`src/rtl/uart_txf_pkg.sv`:
```
package uart_txf_pkg;

   typedef enum logic [2:0] {
      ST_IDLE  = 3'd0,
      ST_START = 3'd1,
      ST_DATA  = 3'd2,
      ST_PAR   = 3'd3,
      ST_STOP  = 3'd4
   } txf_state_e;

   // number of data bits for a 2-bit length code (0..3 -> 5..8)
   function automatic int unsigned txf_bits(input logic [1:0] code);
      return 32'd5 + {30'd0, code};
   endfunction

endpackage

```
`src/rtl/uart_txf_cts_sync.sv`:
```
module uart_txf_cts_sync #(
   parameter int STAGES = 2
) (
   input  logic clk,
   input  logic rst_n,
   input  logic async_in,
   output logic sync_out
);

   generate
      if (STAGES == 0) begin : g_bypass
         assign sync_out = async_in;
      end else begin : g_chain
         logic [STAGES-1:0] ff_q;
         always_ff @(posedge clk or negedge rst_n) begin
            if (!rst_n) ff_q[0] <= 1'b0;
            else        ff_q[0] <= async_in;
         end
         for (genvar k = 1; k < STAGES; k++) begin : g_stage
            always_ff @(posedge clk or negedge rst_n) begin
               if (!rst_n) ff_q[k] <= 1'b0;
               else        ff_q[k] <= ff_q[k-1];
            end
         end
         assign sync_out = ff_q[STAGES-1];
      end
   endgenerate

endmodule

```
`src/rtl/uart_txf_framer.sv`:
```
module uart_txf_framer
   import uart_txf_pkg::*;
#(
   parameter int DATA_W = 8
) (
   input  logic [DATA_W-1:0] data,
   input  logic [1:0]        wlen,
   input  logic              par_odd,
   output logic [DATA_W-1:0] payload,
   output logic              parity
);

   // zero every bit at or above the selected length
   generate
      for (genvar i = 0; i < DATA_W; i++) begin : g_mask
         assign payload[i] = data[i] & (32'(i) < txf_bits(wlen));
      end
   endgenerate

   assign parity = (^payload) ^ par_odd;

endmodule

```
`src/rtl/uart_txf_bitclk.sv`:
```
module uart_txf_bitclk #(
   parameter int CW = 6
) (
   input  logic          clk,
   input  logic          rst_n,
   input  logic          run,
   input  logic          tick,
   input  logic [CW-1:0] len,
   output logic          bit_end
);

   logic [CW-1:0] cnt_q;
   logic          at_last;

   assign at_last = (cnt_q == len - CW'(1));
   assign bit_end = run && tick && at_last;

   always_ff @(posedge clk or negedge rst_n) begin
      if (!rst_n)                cnt_q <= '0;
      else if (!run || bit_end)  cnt_q <= '0;
      else if (tick)             cnt_q <= cnt_q + CW'(1);
   end

endmodule

```
`src/rtl/uart_txf_seq.sv`:
```
module uart_txf_seq
   import uart_txf_pkg::*;
#(
   parameter int DATA_W     = 8,
   parameter int OVERSAMPLE = 16,
   parameter int CW         = 6
) (
   input  logic              clk,
   input  logic              rst_n,
   input  logic              start,
   input  logic [DATA_W-1:0] payload,
   input  logic              parity,
   input  logic [1:0]        wlen,
   input  logic              par_en,
   input  logic              stop_long,
   input  logic              bit_end,
   output txf_state_e        state,
   output logic              line_bit,
   output logic [CW-1:0]     bit_len
);

   localparam int BW = (DATA_W > 1) ? $clog2(DATA_W) : 1;
   localparam logic [CW-1:0] LEN_ONE   = CW'(OVERSAMPLE);
   localparam logic [CW-1:0] LEN_THREE = CW'(OVERSAMPLE * 3 / 2);
   localparam logic [CW-1:0] LEN_TWO   = CW'(OVERSAMPLE * 2);

   txf_state_e        state_q;
   logic [DATA_W-1:0] shreg_q;
   logic [BW-1:0]     left_q;
   logic              par_q;
   logic [1:0]        wlen_q;
   logic              pe_q;
   logic              sl_q;

   // length of the current bit in ticks
   always_comb begin
      bit_len = LEN_ONE;
      if (state_q == ST_STOP && sl_q)
         bit_len = (wlen_q == 2'd0) ? LEN_THREE : LEN_TWO;
   end

   always_ff @(posedge clk or negedge rst_n) begin
      if (!rst_n) begin
         state_q <= ST_IDLE;
         shreg_q <= '0;
         left_q  <= '0;
         par_q   <= 1'b0;
         wlen_q  <= 2'd0;
         pe_q    <= 1'b0;
         sl_q    <= 1'b0;
      end else begin
         case (state_q)
            ST_IDLE: begin
               if (start) begin
                  state_q <= ST_START;
                  shreg_q <= payload;
                  par_q   <= parity;
                  wlen_q  <= wlen;
                  pe_q    <= par_en;
                  sl_q    <= stop_long;
                  left_q  <= BW'(txf_bits(wlen) - 32'd1);
               end
            end
            ST_START: if (bit_end) state_q <= ST_DATA;
            ST_DATA: begin
               if (bit_end) begin
                  if (left_q == '0) begin
                     state_q <= pe_q ? ST_PAR : ST_STOP;
                  end else begin
                     left_q  <= left_q - BW'(1);
                     shreg_q <= shreg_q >> 1;
                  end
               end
            end
            ST_PAR:  if (bit_end) state_q <= ST_STOP;
            ST_STOP: if (bit_end) state_q <= ST_IDLE;
            default: state_q <= ST_IDLE;
         endcase
      end
   end

   always_comb begin
      case (state_q)
         ST_START: line_bit = 1'b0;
         ST_DATA:  line_bit = shreg_q[0];
         ST_PAR:   line_bit = par_q;
         default:  line_bit = 1'b1;
      endcase
   end

   assign state = state_q;

endmodule

```
`src/rtl/uart_tx_flow.sv`:
```
module uart_tx_flow
   import uart_txf_pkg::*;
#(
   parameter int DATA_W      = 8,
   parameter int OVERSAMPLE  = 16,
   parameter int SYNC_STAGES = 2
) (
   input  logic              clk,
   input  logic              rst_n,
   input  logic              tick16,
   input  logic [DATA_W-1:0] chr_data,
   input  logic              chr_valid,
   input  logic [1:0]        cfg_wlen,
   input  logic              cfg_par_en,
   input  logic              cfg_par_odd,
   input  logic              cfg_stop_long,
   input  logic              cfg_break,
   input  logic              cfg_flow_en,
   input  logic              cts,
   output logic              tx_ready,
   output logic              tx_empty,
   output logic              txd
);

   localparam int CW = $clog2(2 * OVERSAMPLE + 1);

   generate
      if (DATA_W < 8) begin : g_bad_width
         $error("uart_tx_flow: DATA_W must be at least 8");
      end
      if (OVERSAMPLE < 4 || (OVERSAMPLE % 2) != 0) begin : g_bad_os
         $error("uart_tx_flow: OVERSAMPLE must be even and at least 4");
      end
      if (SYNC_STAGES < 0 || SYNC_STAGES > 4) begin : g_bad_sync
         $error("uart_tx_flow: SYNC_STAGES must lie in 0..4");
      end
   endgenerate

   logic              cts_s;
   logic [DATA_W-1:0] payload;
   logic              parity;
   logic              bit_end;
   logic [CW-1:0]     bit_len;
   logic              line_bit;
   txf_state_e        state;
   logic              accept;
   logic              idle;

   uart_txf_cts_sync #(.STAGES(SYNC_STAGES)) u_sync (
      .clk      (clk),
      .rst_n    (rst_n),
      .async_in (cts),
      .sync_out (cts_s)
   );

   uart_txf_framer #(.DATA_W(DATA_W)) u_frm (
      .data    (chr_data),
      .wlen    (cfg_wlen),
      .par_odd (cfg_par_odd),
      .payload (payload),
      .parity  (parity)
   );

   uart_txf_bitclk #(.CW(CW)) u_bclk (
      .clk     (clk),
      .rst_n   (rst_n),
      .run     (!idle),
      .tick    (tick16),
      .len     (bit_len),
      .bit_end (bit_end)
   );

   uart_txf_seq #(
      .DATA_W     (DATA_W),
      .OVERSAMPLE (OVERSAMPLE),
      .CW         (CW)
   ) u_seq (
      .clk       (clk),
      .rst_n     (rst_n),
      .start     (accept),
      .payload   (payload),
      .parity    (parity),
      .wlen      (cfg_wlen),
      .par_en    (cfg_par_en),
      .stop_long (cfg_stop_long),
      .bit_end   (bit_end),
      .state     (state),
      .line_bit  (line_bit),
      .bit_len   (bit_len)
   );

   assign idle     = (state == ST_IDLE);
   assign tx_ready = idle && (!cfg_flow_en || cts_s);
   assign accept   = chr_valid && tx_ready;
   assign tx_empty = idle;
   assign txd      = cfg_break ? 1'b0 : line_bit;

endmodule


```
`config.mk`:
```
export PLATFORM = sky130hd
export DESIGN_NAME = uart_tx_flow
export DESIGN_NICKNAME = d
export VERILOG_FILES = /design/src/rtl/uart_txf_pkg.sv /design/src/rtl/uart_txf_cts_sync.sv /design/src/rtl/uart_txf_framer.sv /design/src/rtl/uart_txf_bitclk.sv /design/src/rtl/uart_txf_seq.sv /design/src/rtl/uart_tx_flow.sv
export SDC_FILE = /design/constraint.sdc
export NUM_CORES = 1
export LEC_CHECK = 0
export BUFFER_PORTS_ARGS = -buffer_cell sky130_fd_sc_hd__clkbuf_2
export CORE_UTILIZATION = 30
export DETAILED_ROUTE_END_ITERATION = 16
export PLACE_DENSITY = 0.52
export SYNTH_ARGS = -nofsm -noshare
export SYNTH_HDL_FRONTEND = slang
export SYNTH_HIERARCHICAL = 1
export SYNTH_SLANG_ARGS = --single-unit
```
`constraint.sdc`:
```
create_clock -name clk -period 6.1 [get_ports clk]
set_clock_uncertainty 0.2 [all_clocks]
set_input_delay 1.22 -clock clk [delete_from_list [all_inputs] [get_ports clk]]
set_output_delay 1.22 -clock clk [all_outputs]
set_load 0.005 [all_outputs]
```
### Word level (Yosys, flattened, before mapping)

Cells that the tools add are included.

| cells by class | value |
|---|---|
| eq/ne operators | 12 |
| $lt $le $gt $ge | 8 |
| reductions and logical operators | 18 |
| bitwise operators | 9 |
| $add $sub $neg | 5 |
| muxes and demuxes | 22 |

Operator list:

| operator | count |
|---|---|
| 2-to-1 mux 3 bit | 10 |
| 2-to-1 mux 6 bit | 4 |
| 2-to-1 mux 8 bit | 3 |
| less-than comparator 3 x 4 -> 1 bit, first input constant | 4 |
| case mux 8 bit (2 select lines) | 1 |
| case mux 3 bit (5 select lines) | 1 |
| inequality test 2 bit, second input constant | 6 |
| bitwise AND 1 bit | 8 |
| less-than comparator 1 x 4 -> 1 bit, first input constant | 2 |
| less-than comparator 2 x 4 -> 1 bit, first input constant | 2 |
| parity 8 bit | 1 |
| adder 6 x 1 -> 6 bit, second input constant | 1 |
| == test 3 x 2 -> 1 bit, second input constant | 2 |
| == test 6 bit | 1 |
| zero test 3 bit | 2 |
| case mux 3 bit (2 select lines) | 1 |
| AND reduction 6 bit | 1 |
| subtractor 3 x 1 -> 3 bit, second input constant | 2 |
| subtractor 6 x 1 -> 6 bit, second input constant | 1 |
| logical AND 1 bit | 5 |
| adder 3 x 2 -> 4 bit, first input constant | 1 |
| AND reduction 4 bit | 1 |
| nonzero test 2 bit | 2 |
| == test 3 x 1 -> 1 bit, second input constant | 1 |
| 9 further kinds | 11 |

| word-level totals | value |
|---|---|
| input bits | 20 |
| output and inout bits | 3 |
| word-level logic and storage cells | 84 |
| register bits after elaboration | 27 |

### Logic depth before layout (Yosys ltp)

Gate-level depths: netlist of run 1.

| logic depth | value |
|---|---|
| depth in word-level cells | 8 |
| gate-level depth with buffers | 11 |
| gate-level depth less buffers | 10 |

### Cells and area by module

The synthesis of run 1 kept the hierarchy.

Modules (own cells, without submodules):

| module | cells each | seq. area each (sq um) | times used | area each (sq um) |
|---|---|---|---|---|
| uart_txf_seq | 92 | 475.5 | 1 | 1061.0 |
| uart_txf_bitclk | 46 | 150.1 | 1 | 467.9 |
| uart_txf_framer | 18 | 0.0 | 1 | 135.1 |
| uart_txf_cts_sync | 2 | 50.0 | 1 | 50.0 |
| uart_tx_flow | 7 | 0.0 | 1 | 46.3 |

### Worst setup path before layout of run 1

Ideal clock, no wire load.

| timing | value |
|---|---|
| path kind | input port to flip-flop |
| start point | in tick16 |
| end point | reg u_seq.shreg_q[0] |
| library setup time | 0.125 ns |
| data required time | 5.775 ns |
| arrival | 3.124 ns |
| path buffers | 1 |
| stages | 7 |
| slack | 2.652 ns |
| cell sequence | buf_4 -> nand4_1 -> nor4_4 -> and2_1 -> mux2i_1 -> a2111oi_4 -> mux2_2 |

| between the ends | value |
|---|---|
| longest elaborated chain between the ends | 4 |

RTL lines:

| element | line | source |
|---|---|---|
| from (decl) | uart_tx_flow.sv:10 | `input logic tick16,` |
| logical AND 1 bit (2 in a row) | uart_txf_bitclk.sv:16 | `assign bit_end = run && tick && at_last;` |
| via bit_end | uart_tx_flow.sv:42 | `logic bit_end;` |
| inequality test 2 bit (no line) | -- |  |
| AND reduction 4 bit (no line) | -- |  |
| to (signal assigned) | uart_txf_seq.sv:56 | `shreg_q <= payload;` |
| to (signal assigned) | uart_txf_seq.sv:71 | `shreg_q <= shreg_q >> 1;` |
| to (decl) | uart_txf_seq.sv:28 | `logic [DATA_W-1:0] shreg_q;` |

The timed path passes the listed nets, and every way through them passes these cells.
A chain may end at the register's enable or synchronous reset.

### Worst setup path in the final report of run 1

| timing | value |
|---|---|
| start point | reg u_seq.state_q[1], in the netlist u_seq/state[1] |
| end point | reg u_seq.shreg_q[4] |

| between the ends | value |
|---|---|
| longest elaborated chain between the ends | 8 |
| elaborated cells between the ends (all ways) | 18 |
| classes of those cells | add/sub (1); eq/ne (6); mux (2); reduce/logical (9) |

RTL lines:

| element | line | source |
|---|---|---|
| from (decl) | uart_txf_seq.sv:27 | `txf_state_e state_q;` |
| from (signal assigned) | uart_txf_seq.sv:68 | `state_q <= pe_q ? ST_PAR : ST_STOP;` |
| == test 3 bit | uart_txf_seq.sv:38 | `if (state_q == ST_STOP && sl_q)` |
| logical AND 1 bit | uart_txf_seq.sv:38 |  |
| 2-to-1 mux 6 bit | uart_txf_seq.sv:38 |  |
| via bit_len[4] | uart_tx_flow.sv:43 | `logic [CW-1:0] bit_len;` |
| subtractor 6 x 1 -> 6 bit | uart_txf_bitclk.sv:15 | `assign at_last = (cnt_q == len - CW'(1));` |
| == test 6 bit | uart_txf_bitclk.sv:15 |  |
| logical AND 1 bit | uart_txf_bitclk.sv:16 |  |
| via bit_end | uart_tx_flow.sv:42 |  |
| inequality test 2 bit (no line) | -- |  |
| AND reduction 4 bit (no line) | -- |  |

The timed path passes the listed nets, and every way through them passes these cells.

==> flow_summary_export.csv, run 1 <==
group,metric,value,unit
timing,fin_crit,3.74,ns
detailed_routing,vias,1141,
cts,cts_tree,"yes",
detailed_routing,wl_per_cell,12.2,um
cts,cts_root_buf,"clkbuf_8",
floorplan,core,5570,um2
cts,cts-htree-levels,1,
yosys,synth_fa_ha_area_share,2.84,%
timing,rsz0062_at_grt,"false",
yosys,synthesis.area,1760,um2
yosys,synthXorXnorAreaFrac,11.4,%
timing,hold_viol,0,
yosys,synthArstFlopShare,100,%
yosys,yosys.area.top_type,"dfrtp_1",
placed_design,dp_hpwl,2.38,mm
cts,postCtsSetupRepairBufs,0,
finish,final_cell_mix,"27 x dfrtp_1, 22 x clkbuf_2, 19 x mux2_2",
worst_setup_path,path_class,"reg2reg",
yosys,synth_top_area_share,38.4,%
worst_setup_path,crit_chain,"nor2_1 -> nand3_1 -> or2_2 -> xnor2_1 -> xnor2_1 -> nor4_4 -> and2_1 -> mux2i_1 -> a2111oi_4 -> mux2_2",
global_route,groute.usage.overall,11.4,%
timing,max_freq,0.268,GHz
yosys,synth_ff_type,"dfrtp_1",
detailed_routing,drtPass1Iterations,4,
hold_path,hold_class,"reg2reg",
detailed_routing,vias_per_cell,4.51,
yosys,synth_top_family_by_area,"simple AND/OR/NAND/NOR gates",
worst_setup_path,crit_path_end_kind,"flip-flop",
timing,setup_viol,0,
global_route,grt_pass1_wl,5.33,mm
cts,cts-buffers-inserted,3,
timing,finalSetupTns,0,ns
global_route,grt_pass1_vias,1089,
worst_setup_path,crit_top_cell,"xnor2_1",
pwr,ir_drop,100,uV
yosys,yosysWarnings,6,
detailed_routing,drtAntennaViolNets,0,
yosys,syn_area_per_cell,10.7,um2
pwr,p_per_area,325,nW/um2
global_route,grt_overflow,0,
finish,syn2layout_area_growth,10.2,%
pwr,power,0.000630,W
floorplan,dieHeight,78.6,um
cts,cts.clk_slew.worst_paths,0.09,ns
yosys,synth.distinct_cells,43,
global_route,grt_start_max_net_pins,28,
yosys,synth_edf_count,0,
detailed_routing,drt_drc_violations_left,0,
worst_setup_path,start_kind,"flip-flop",
finish,utilization,34.8,%
finish,n_antenna_cell,0,
worst_setup_path,cp_slowest_cell,"a2111oi_4",
timing,tightest_slew,0.763,ns
flow_run,max_cap_violations,0,
worst_setup_path,critPathRequiredTime,6.07,ns
yosys,seq_area_frac_synth,38.4,%
timing,drv_slew,0,
global_route,antenna_found_initial,0,
timing,period_share,61.3,%
detailed_routing,drtIter0Drc,77,
yosys,synth.area.mux_share,14.4,%
placed_design,place_congestion,0.726,
cts,postCtsHoldBufs,0,
cts,clk_latency,0.28,ns
worst_setup_path,timing.critical_path.fanout_max,14,
floorplan,rows,27,
worst_setup_path,crit_arrival,3.70,ns
pwr,power_leakage,0.807,nW
cts,ctsResizeCount,0,
yosys,synthTopCellsByArea,"dfrtp_1 38%, mux2_2 12%, xnor2_1 7.5%",
run_status,status,"complete, no violations",
floorplan,io_pins,23,
detailed_routing,wl,3.09,mm
worst_setup_path,cp_num_buf_inv,0,
timing,slew_headroom,49.0,%
finish,fillerInstances,580,
finish,drive_gt1_share,30.9,%
worst_setup_path,cpLargestDelayFamily,"simple AND/OR/NAND/NOR gates",
cts,cts.sinks,27,
finish,layout_commonest_cell,"dfrtp_1",
worst_setup_path,cp_slowest_stage_delay,0.60,ns
finish,nets,206,
yosys,synth-simple-area-share,14.9,%
floorplan,start_util,31.6,%
yosys,netlist_instances,165,
floorplan,fp.dieW,78.6,um
cts,clk_path_buf_depth,2,
floorplan,fp.dieArea,6180,um2
yosys,ys_seq_elements,27,
placed_design,io_buffers,22,
yosys,synth_compound_area_share,10.7,%
synthesized netlist by cell type (all sizes together) (2+ instances only):
cell type	instances
and2	2
mux2	19
buf	10
nor2	9
dfrtp	27
ha	4
inv	12
nor4b	2
nor3	2
xor2	6
nand2	7
mux2i	4
nand4	3
or2	2
nand3	2
nor3b	3
o21ai	4
nor2b	3
xnor2	16
nand2b	2
clkbuf	3
a211oi	7
nand4b	2
a32o	2
metrics by stage:
| stage | cell area (um2) | setup slack, ns | cells | hold WS, ns |
|---|---|---|---|---|
| 6_report | 1940 | 2.36 | 253 | 0.155 |
| 5_1_grt | 1940 | 1.99 | 253 | 0.162 |
| 4_1_cts | 1940 | 2.33 | 253 | 0.158 |
| 3_5_place_dp | 1890 | 2.30 | 249 | 0.136 |
| 3_3_place_gp | 1890 | 2.30 | 249 | 0.132 |
| 2_1_floorplan | 1770 | 2.65 | 167 | 0.131 |
report_power, final:
part | total, W | switching (W) | internal [W]
clock network | 0.000101 | 0.0000538 | 0.0000469
registers | 0.000309 | 0.0000639 | 0.000245
logic | 0.000221 | 0.0000986 | 0.000122
sequential cells by signal (all words and copies together), names as in the netlist:
signal	count
u_seq/state	3
u_seq/pe_q	1
u_seq/left_q	3
u_seq/par_q	1
u_sync/sync_out	1
u_seq/shreg_q	8
u_bclk/cnt_q	6
u_seq/wlen_q	2
u_sync/g_chain.ff_q	1
u_seq/sl_q	1
worst reg2reg max path, cell delays in order (launching register included):
cell	delay, ns
dfrtp_1	0.55
nor2_1	0.21
nand3_1	0.12
or2_2	0.33
xnor2_1	0.14
xnor2_1	0.16
nor4_4	0.42
and2_1	0.29
mux2i_1	0.19
a2111oi_4	0.60
mux2_2	0.41
cells by family (layout without fill, tap and decap cells):
family | after synthesis | count (layout)
fa+ha+maj | 4 | 4
mux | 23 | 23
compound gates | 22 | 22
simple gates | 41 | 41
flops | 27 | 27
other cells | 1 | 3
xor+xnor | 22 | 22
buf+inv | 25 | 39
path summary, 6_finish.rpt:
kind                                                       start                      endpoint  slack (ns)  cells past startpoint
worst min register to register  u_sync/g_chain.ff_q[0]$_DFF_PN0_     u_sync/sync_out$_DFF_PN0_        0.15                      0
worst max-delay path                  u_seq/state[1]$_DFFE_PN0P_  u_seq/shreg_q[4]$_DFFE_PN0P_        2.36                     10
max in group asynchronous                                  rst_n   u_bclk/cnt_q[1]$_DFFE_PN0P_        4.48                      1
min in group asynchronous                                  rst_n        u_seq/pe_q$_DFFE_PN0P_        0.77                      1
worst max register to register        u_seq/state[1]$_DFFE_PN0P_  u_seq/shreg_q[4]$_DFFE_PN0P_        2.36                     10
worst min-delay path            u_sync/g_chain.ff_q[0]$_DFF_PN0_     u_sync/sync_out$_DFF_PN0_        0.15                      0
cell type report:
cell class	count	area (um2)	share of cell area, %
clock buffers	4	45.0	2.32
inverters	12	45.0	2.32
multi-input cells	115	966	49.8
flip-flops and latches	27	676	34.8
well taps	72	90.1	4.65
repair buffers	23	118	6.06
per-layer routing:
layer / vias up / part of all wire, % / track usage [%]
li1: 592 / - / -
met1: 531 / 53 / 15.8
met2: 13 / 42 / 16.3
met3: 5 / 2.3 / 2.21
met4: 0 / 2.3 / 6.11
met5: - / 0 / 0
Power figures use the tool's default switching activity.
==> run 2, diff against run 1 <==
PLACE_DENSITY = 0.54   (was 0.52)
clock period = 3.3 ns   (was 6.1 ns; I/O delays follow)
==> run 2 against run 1 <==
Compared with the run above:
- power is 97% higher
- global-route usage is 0.97 points higher
- die area stayed put
- utilization is 1.9 points higher
- largest cell class unchanged
- highest routed layer unchanged
==> flow_summary_export.csv, run 2 (synthesis results as in run 1) <==
group,metric,value,unit
finish,regMostFlops,"u_seq/shreg_q",
global_route,grt_start_max_net_pins,28,
global_route,grt.met3_usage,1.16,%
global_route,antenna_found_initial,0,
detailed_routing,vias_per_cell,4.57,
placed_design,io_buffers,22,
timing,drv_slew,0,
cts,clk_latency,0.28,ns
pwr,power_leakage,0.869,nW
floorplan,core,5570,um2
worst_setup_path,crit_arrival,2.99,ns
worst_setup_path,r2r_start,"u_seq/state[1]$_DFFE_PN0P_",
detailed_routing,wl_per_cell,13.2,um
floorplan,dieHeight,78.6,um
detailed_routing,drtIter0Drc,42,
detailed_routing,wl,3.43,mm
cts,postCtsSetupRepairBufs,0,
timing,whs,0.162,ns
cts,cts.clk_slew.worst_paths,0.10,ns
finish,nets,213,
global_route,groute.usage.overall,12.3,%
finish,fillerInstances,573,
cts,ctsResizeCount,0,
finish,n_antenna_cell,0,
placed_design,dp_hpwl,2.55,mm
global_route,grt_pass1_wl,5.90,mm
global_route,use_met2,20.7,%
timing,period_share,91.4,%
detailed_routing,drt_drc_violations_left,0,
worst_setup_path,crit_chain,"nor2_4 -> nand3_2 -> or2_4 -> xnor2_1 -> xnor2_1 -> nor4_4 -> and2_4 -> mux2i_2 -> a2111oi_4 -> buf_4 -> mux2_4",
floorplan,rows,27,
cts,cts_tree,"yes",
global_route,grt_pass1_vias,1234,
floorplan,fp.dieW,78.6,um
finish,final_cell_mix,"26 x dfrtp_1, 22 x clkbuf_2, 15 x xnor2_1",
floorplan,io_pins,23,
cts,cts_root_buf,"clkbuf_8",
worst_setup_path,crit_path_end_kind,"flip-flop",
cts,cts-htree-levels,1,
worst_setup_path,crit_top_cell,"xnor2_1",
worst_setup_path,cpLargestDelayFamily,"simple AND/OR/NAND/NOR gates",
timing,finalSetupTns,0,ns
worst_setup_path,cp_slowest_stage_delay,0.43,ns
finish,final_cell_area,2050,um2
timing,max_freq,0.332,GHz
placed_design,dp_cells,256,
finish,seqCellArea,677,um2
pwr,p_per_area,605,nW/um2
worst_setup_path,critPathRequiredTime,3.27,ns
detailed_routing,drtPass1Iterations,4,
worst_setup_path,timing.critical_path.fanout_max,10,
timing,slew_headroom,52.5,%
global_route,top_usage_layer,"met2",
worst_setup_path,path_class,"reg2reg",
detailed_routing,drtAntennaViolNets,0,
finish,top_regs,"u_seq/shreg_q x8, u_bclk/cnt_q x6",
timing,hold_viol,0,
worst_setup_path,critPathLaunch,"u_seq/state[1]$_DFFE_PN0P_",
detailed_routing,vias,1189,
finish,drive_gt1_share,37.2,%
cts,cts.sinks,27,
cts,postCtsHoldBufs,0,
floorplan,fp.dieArea,6180,um2
worst_setup_path,cp_slowest_cell,"dfrtp_2",
pwr,power,0.00124,W
worst_setup_path,cp_num_buf_inv,1,
hold_path,hold_start,"u_sync/g_chain.ff_q[0]$_DFF_PN0_",
hold_path,hold_class,"reg2reg",
worst_setup_path,start_kind,"flip-flop",
timing,fin_crit,3.02,ns
placed_design,post_dp_cell_area,2000,um2
placed_design,place_congestion,0.704,
finish,final_cells,260,
floorplan,start_util,31.6,%
timing,tightest_slew,0.713,ns
pwr,ir_drop,198,uV
global_route,grt_overflow,0,
finish,syn2layout_area_growth,16.3,%
timing,setup_viol,0,
run_status,status,"complete, no violations",
finish,largest_reg_flops,8,
cts,clk_path_buf_depth,2,
cts,cts-buffers-inserted,3,
global_route,gr-usage-met1,15.9,%
finish,multiInputGateArea,1020,um2
flow_run,max_cap_violations,0,
timing,rsz0062_at_grt,"false",
finish,layout_commonest_cell,"dfrtp_1",
run 2: routing by layer:
| metal | vias up | routed length, um |
|---|---|---|
| met2 | 9 | 1650 |
| met4 | 0 | 42 |
| li1 | 607 | - |
| met5 | - | 0 |
| met1 | 571 | 1690 |
| met3 | 2 | 51 |
run 2: final timing paths:
| check | endpoint | slack [ns] | cells past startpoint |
|---|---|---|---|
| worst max register to register | u_seq/shreg_q[6]$_DFFE_PN0P_ | 0.28 | 11 |
| min in group asynchronous | u_seq/shreg_q[2]$_DFFE_PN0P_ | 0.21 | 1 |
| worst max-delay path | u_seq/shreg_q[6]$_DFFE_PN0P_ | 0.28 | 11 |
| worst min register to register | u_sync/sync_out$_DFF_PN0_ | 0.16 | 0 |
| max in group asynchronous | u_seq/state[1]$_DFFE_PN0P_ | 2.18 | 1 |
| worst min-delay path | u_sync/sync_out$_DFF_PN0_ | 0.16 | 0 |
run 2: power by group:
part           total [W]  internal, W  leakage [nW]  switching (W)
combinational   0.000493     0.000269         0.512       0.000224
sequential      0.000552     0.000454         0.332      0.0000978
clock           0.000194    0.0000848        0.0255       0.000110
run 2: worst register-to-register path, delay by kind of cell, from the launching register on:
family,cells,cell delay [ns]
buffers and inverters,1,0.26
multiplexers,2,0.43
flip-flops,1,0.43
XOR/XNOR,2,0.31
AO/OA/AOI/OAI,1,0.29
AND/OR/NAND/NOR,5,0.99
run 2: per-stage QoR:
| step | setup slack (ns) | util, % |
|---|---|---|
| global placement | 0.356 | 35.9 |
| CTS | 0.270 | 36.7 |
| floorplan | -0.0957 | - |
| detailed placement | 0.290 | 35.9 |
| global route | 0.0950 | 36.7 |
| finish | 0.284 | 36.7 |
run 2: cell type report:
| class | count | area share [%] |
|---|---|---|
| inverter | 12 | 2.20 |
| tap | 72 | 4.40 |
| clock buffer | 3 | 2.02 |
| timing repair buffer | 30 | 8.31 |
| clock inverter | 1 | 0.244 |
| multi-input combinational | 115 | 49.8 |
| sequential | 27 | 33.1 |
